### config.mk
export PLATFORM = sky130hd
export DESIGN_NAME = edr_dpsk_encoder
export DESIGN_NICKNAME = d
export VERILOG_FILES = /design/src/rtl/edr_dpsk_pkg.sv /design/src/rtl/dpsk_bit_collector.sv /design/src/rtl/dpsk_phase_accum.sv /design/src/rtl/edr_dpsk_encoder.sv
export SDC_FILE = /design/constraint.sdc
export NUM_CORES = 1
export LEC_CHECK = 0
export ABC_AREA = 1
export ABC_CLOCK_PERIOD_IN_PS = 2100
export BUFFER_PORTS_ARGS = -buffer_cell sky130_fd_sc_hd__buf_2
export CAP_MARGIN = 20
export CORE_MARGIN = 5
export CORE_UTILIZATION = 49
export CTS_BUF_LIST = sky130_fd_sc_hd__clkbuf_4 sky130_fd_sc_hd__clkbuf_8
export DETAILED_ROUTE_END_ITERATION = 8
export PLACE_DENSITY = 0.76
export SLEW_MARGIN = 20
export SYNTH_ARGS = -nofsm -noshare
export SYNTH_HDL_FRONTEND = slang
export SYNTH_SLANG_ARGS = --single-unit
### constraint.sdc
create_clock -name clk -period 2.1 [get_ports clk]
set_clock_uncertainty 0.15 [all_clocks]
set_input_delay 0.42 -clock clk [delete_from_list [all_inputs] [get_ports clk]]
set_output_delay 0.42 -clock clk [all_outputs]
set_load 0.1 [all_outputs]
### src/rtl/edr_dpsk_pkg.sv
`timescale 1ns/1ps
package edr_dpsk_pkg;
  localparam int PHASE_W = 3;
  localparam int MAX_GROUP = 3;
  typedef logic [PHASE_W-1:0] phase_t;
  typedef enum logic { MODE_QUAD = 1'b0, MODE_OCT = 1'b1 } dpsk_mode_e;

  // Gray-coded step for two-bit groups (always odd)
  function automatic phase_t step_quad(input logic [1:0] grp);
    case (grp)
      2'b00:   return phase_t'(1);
      2'b01:   return phase_t'(3);
      2'b11:   return phase_t'(5);
      default: return phase_t'(7);
    endcase
  endfunction

  // Gray-coded step for three-bit groups
  function automatic phase_t step_oct(input logic [2:0] grp);
    case (grp)
      3'b000:  return phase_t'(0);
      3'b001:  return phase_t'(1);
      3'b011:  return phase_t'(2);
      3'b010:  return phase_t'(3);
      3'b110:  return phase_t'(4);
      3'b111:  return phase_t'(5);
      3'b101:  return phase_t'(6);
      default: return phase_t'(7);
    endcase
  endfunction

  function automatic phase_t accumulate(input phase_t cur, input phase_t step);
    return cur + step;
  endfunction
endpackage

### src/rtl/dpsk_bit_collector.sv
`timescale 1ns/1ps
module dpsk_bit_collector #(
  parameter int MAX_BITS = 3,
  localparam int CNT_W = $clog2(MAX_BITS + 1)
) (
  input  logic                clk,
  input  logic                rst_n,
  input  logic                clear,
  input  logic                mode_oct,
  input  logic                bit_valid,
  input  logic                bit_data,
  input  logic                consume,
  output logic                bit_ready,
  output logic                grp_full,
  output logic [MAX_BITS-1:0] grp
);
  logic [CNT_W-1:0] cnt_q;
  logic [CNT_W-1:0] need;
  logic             take;

  assign need      = mode_oct ? CNT_W'(3) : CNT_W'(2);
  assign grp_full  = (cnt_q >= need);
  assign bit_ready = !grp_full;
  assign take      = bit_valid && bit_ready;

  always_ff @(posedge clk) begin
    if (!rst_n) begin
      cnt_q <= '0;
      grp   <= '0;
    end else if (clear || consume) begin
      cnt_q <= '0;
    end else if (take) begin
      cnt_q <= cnt_q + CNT_W'(1);
      grp   <= {grp[MAX_BITS-2:0], bit_data};
    end
  end
endmodule

### src/rtl/dpsk_phase_accum.sv
`timescale 1ns/1ps
module dpsk_phase_accum
  import edr_dpsk_pkg::*;
(
  input  logic   clk,
  input  logic   rst_n,
  input  logic   load,
  input  phase_t load_val,
  input  logic   advance,
  input  phase_t step,
  output phase_t phase,
  output logic   valid
);
  always_ff @(posedge clk) begin
    if (!rst_n) begin
      phase <= '0;
      valid <= 1'b0;
    end else if (load) begin
      phase <= load_val;
      valid <= 1'b0;
    end else if (advance) begin
      phase <= accumulate(phase, step);
      valid <= 1'b1;
    end else begin
      valid <= 1'b0;
    end
  end
endmodule

### src/rtl/edr_dpsk_encoder.sv
`timescale 1ns/1ps
module edr_dpsk_encoder
  import edr_dpsk_pkg::*;
(
  input  logic       clk,
  input  logic       rst_n,
  input  logic       mode_oct,
  input  logic       start,
  input  logic [2:0] ref_phase,
  input  logic       sym_tick,
  input  logic       bit_valid,
  input  logic       bit_data,
  output logic       bit_ready,
  output logic [2:0] phase_idx,
  output logic       sym_valid
);
  logic [MAX_GROUP-1:0] grp;
  logic                 grp_full;
  logic                 emit;
  phase_t               step;
  dpsk_mode_e           mode;

  assign mode = dpsk_mode_e'(mode_oct);
  assign emit = sym_tick && grp_full && !start;
  assign step = (mode == MODE_OCT) ? step_oct(grp[2:0]) : step_quad(grp[1:0]);

  dpsk_bit_collector #(.MAX_BITS(MAX_GROUP)) collector_i (
    .clk(clk), .rst_n(rst_n), .clear(start), .mode_oct(mode_oct),
    .bit_valid(bit_valid), .bit_data(bit_data), .consume(emit),
    .bit_ready(bit_ready), .grp_full(grp_full), .grp(grp)
  );

  dpsk_phase_accum accum_i (
    .clk(clk), .rst_n(rst_n), .load(start), .load_val(ref_phase),
    .advance(emit), .step(step), .phase(phase_idx), .valid(sym_valid)
  );
endmodule

==> impl_metrics.csv <==
group,metric,value,unit
floorplanning,dieHeight,46.7,µm
power,total_power,552,µW
logic_synthesis,ys_warn_count,0,
timing,worst_pin_slew,487,ps
logic_synthesis,syn_area,661,µm²
cells_and_area,area_growth,50.0,%
power,seqPwrFrac,0.350,
clock_tree,htree_levels,1,
floorplanning,die_area,0.00218,mm²
power,intPower,356,µW
global_routing,grt_max_degree,8,
drt,first_pass_iters,7,
hold_path,holdCritPathClass,"in -> reg",
clock_tree,clk-insertion-delay-late,260,ps
power,switching_share,0.356,
logic_synthesis,synth.most_common_cell,"nand2_1",
drt,viasPerCell,5.16,
cells_and_area,diodes,0,
timing,finalSetupViolCount,2,
clock_tree,cts-root-buf,"clkbuf_4",
critical_path,crit_start,"collector_i.grp[1]",
drt,wirelength,1730,µm
global_routing,grt.overflow.total,0,
hold_path,hp-start,"ref_phase[0]",
floorplanning,io-pin-count,15,
logic_synthesis,yosys-top-cells-area,"dfxtp_1 27%, ha_1 11%, nand2_1 11%, inv_1 8.0%, nand3_2 6.1%",
power,power_switching,196,µW
logic_synthesis,avgSynthCellArea,7.10,µm²
drt,vias,717,
clock_tree,ctsHoldBuffers,0,
global_routing,track_usage,0.181,
placement,place_congestion,0.924,
timing,max_freq,0.431,GHz
critical_path,worst_path_max_delay_cell,"dfxtp_4",
logic_synthesis,synth_edf_count,0,
cells_and_area,nets,142,
critical_path,crit_type,"reg -> reg",
drt,ant_nets,0,
global_routing,antenna_found_initial,0,
logic_synthesis,async_reset_ff_frac,0,
power,power_frac_clock,0.259,
clock_tree,cts_buffers,3,
timing,rsz0062_at_grt,"yes",
placement,port_buffers,14,
logic_synthesis,synth-compound-area-share,0.157,
floorplanning,rows,13,
logic_synthesis,netlist_instances,93,
timing,min_period,2320,ps
placement,dp_hpwl,1250,µm
logic_synthesis,synth_seq_cells,9,
timing,min_period_over_period,1.11,
logic_synthesis,synth_simple_gate_area_frac,0.303,
cells_and_area,final_cells,139,
clock_tree,cts_tree,"yes",
logic_synthesis,syn_nets,110,
logic_synthesis,yosysTopAreaCellShare,0.273,
clock_tree,cts.sinks,9,
critical_path,cp-start-kind,"register",
logic_synthesis,synth_commonest_cells,"20 x nand2_1, 14 x inv_1, 9 x dfxtp_1, 7 x nor2_1",
drt,drc,0,
status,violations,"negative setup slack",
timing,relSlewSlack,0.677,
drt,wl_per_cell,12.4,µm
logic_synthesis,synth-adder-area-share,0.144,
logic_synthesis,synth_top_family_by_area,"simple AND/OR/NAND/NOR gates",
global_routing,grt_pass1_vias,656,
run,cap_viol_max_count,0,
critical_path,crit_fanout,3,
placement,placedCellCount,132,
drt,drt_iter0_drc,15,
logic_synthesis,yosys.area_share.xor_xnor,0.0265,
global_routing,grt_pass1_wl,2710,µm
floorplanning,die_x,46.7,µm
power,p_per_area,557,mW/mm²
logic_synthesis,synthFlopType,"dfxtp_1",
power,worst_ir_drop_vdd,0.413,mV
cells_and_area,drive_gt1_frac,0.508,
critical_path,cp.required,2140,ps
status,status,"finished, violations left",
critical_path,cp.arrival,2360,ps
power,power_frac_comb,0.392,
critical_path,cp_common_cell,"nand3_2",
logic_synthesis,yosys.area.top_type,"dfxtp_1",
critical_path,rr_startpoint,"collector_i.grp[1]",
floorplanning,core_area,0.00128,mm²
timing,hold_viol,0,
logic_synthesis,ys_seq_area_frac,0.273,
power,total_leakage_power,0.000481,µW
logic_synthesis,synth.mux.area_fraction,0,
clock_tree,clockBufferDepth,2,
critical_path,slowest_delay,360,ps
critical_path,crit_path_end_kind,"register",
floorplanning,start_util,0.514,
critical_path,critical_path.cell_chain,"buf_6 > ha_4 > o21ai_2 > nand3_2 > nand4_1 > ha_2 > inv_2 > fa_2 > xnor2_2 > buf_4 > nand3_2 > nand3_2 > a21oi_2",
timing,report.final.slew_viol_count,0,
clock_tree,path_clk_slew,60,ps
cells_and_area,nFillCells,88,
logic_synthesis,synthDistinctLibCells,22,
timing,worst_slack,-222,ps
kinds of logic after synthesis:
kind of cell	after synthesis
AO/OA/AOI/OAI	18
adder cells (fa/ha/maj)	7
buffers and inverters	17
AND/OR/NAND/NOR	40
flip-flops	9
XOR/XNOR	2
power groups by stage:
stage / combinational [µW] / sequential (µW) / clock [µW]
floorplan: 92.7 / 228 / 0
CTS: 202 / 192 / 147
detailed placement: 181 / 195 / 0
global placement: 176 / 194 / 0
global route: 238 / 194 / 160
finish: 216 / 193 / 143
critical path: cells and delay by family, from the launching register on:
family | cells | cell delay (ps)
buffers and inverters | 3 | 300
xor gates and xnor gates | 1 | 150
and+or+nand+nor | 4 | 340
AOI/OAI and AO/OA | 2 | 290
adders and majority gates | 3 | 670
DFF | 1 | 360
stage by stage:
| stage | TNS [ps] | cell area [µm²] | hold slack (ps) | setup slack [ps] | utilization |
|---|---|---|---|---|---|
| after floorplan | -58.9 | 676 | 327 | -58.9 | - |
| after global placement | -233 | 855 | 348 | -123 | 0.665 |
| after detailed placement | -417 | 855 | 380 | -242 | 0.665 |
| after CTS | -388 | 946 | 266 | -248 | 0.736 |
| after global routing | -506 | 991 | 289 | -310 | 0.771 |
| final | -326 | 991 | 269 | -222 | 0.771 |
final cells by class:
class	instances	area, µm²	area share
clock buffers	4	30.0	0.0303
inverters	17	68.8	0.0694
multi-input cells	67	497	0.501
flip-flops and latches	9	190	0.192
well taps	15	18.8	0.0189
repair buffers	27	186	0.188
per-layer routing:
layer,share of wire,GRT usage,vias up
met5,0,0,-
met2,0.53,0.291,24
li1,-,-,365
met1,0.41,0.215,324
met3,0.048,0.0430,4
met4,0.018,0.116,0
final timing paths:
check	end	slack (ps)	cells past startpoint
worst min register to register	accum_i.phase[0]	390	2
worst min-delay path	accum_i.phase[0]	270	3
worst max register to register	accum_i.phase[2]	-220	13
worst max-delay path	accum_i.phase[2]	-220	13
registers in the layout, indices dropped and copies added (netlist names):
signal             cells
accum_i.phase          3
accum_i.valid          1
collector_i.cnt_q      2
collector_i.grp        3
cell usage in the layout (no fill, tap or decap), types with 2 or more instances in the layout:
| cell type | instances |
|---|---|
| dfxtp_4 | 2 |
| clkbuf_4 | 4 |
| nand2_2 | 3 |
| inv_2 | 5 |
| nor2_1 | 4 |
| ha_1 | 2 |
| ha_4 | 3 |
| nand3_2 | 4 |
| dfxtp_2 | 2 |
| nand2_1 | 19 |
| o21ai_0 | 4 |
| buf_2 | 13 |
| nand3_1 | 2 |
| o21ai_1 | 2 |
| a21oi_1 | 6 |
| dfxtp_1 | 5 |
| nor2_4 | 3 |
| buf_4 | 12 |
| inv_4 | 2 |
| nand4_1 | 2 |
| inv_1 | 10 |
timing repair:
action | CTS | global route
pin swaps | 10 | 7
endpoints found under the setup margin | 2 | 2
resized for setup | 15 | 9
buffers inserted | 3 | 0
gates cloned | 0 | 0
Note: power is estimated with default switching activity, not from simulation.
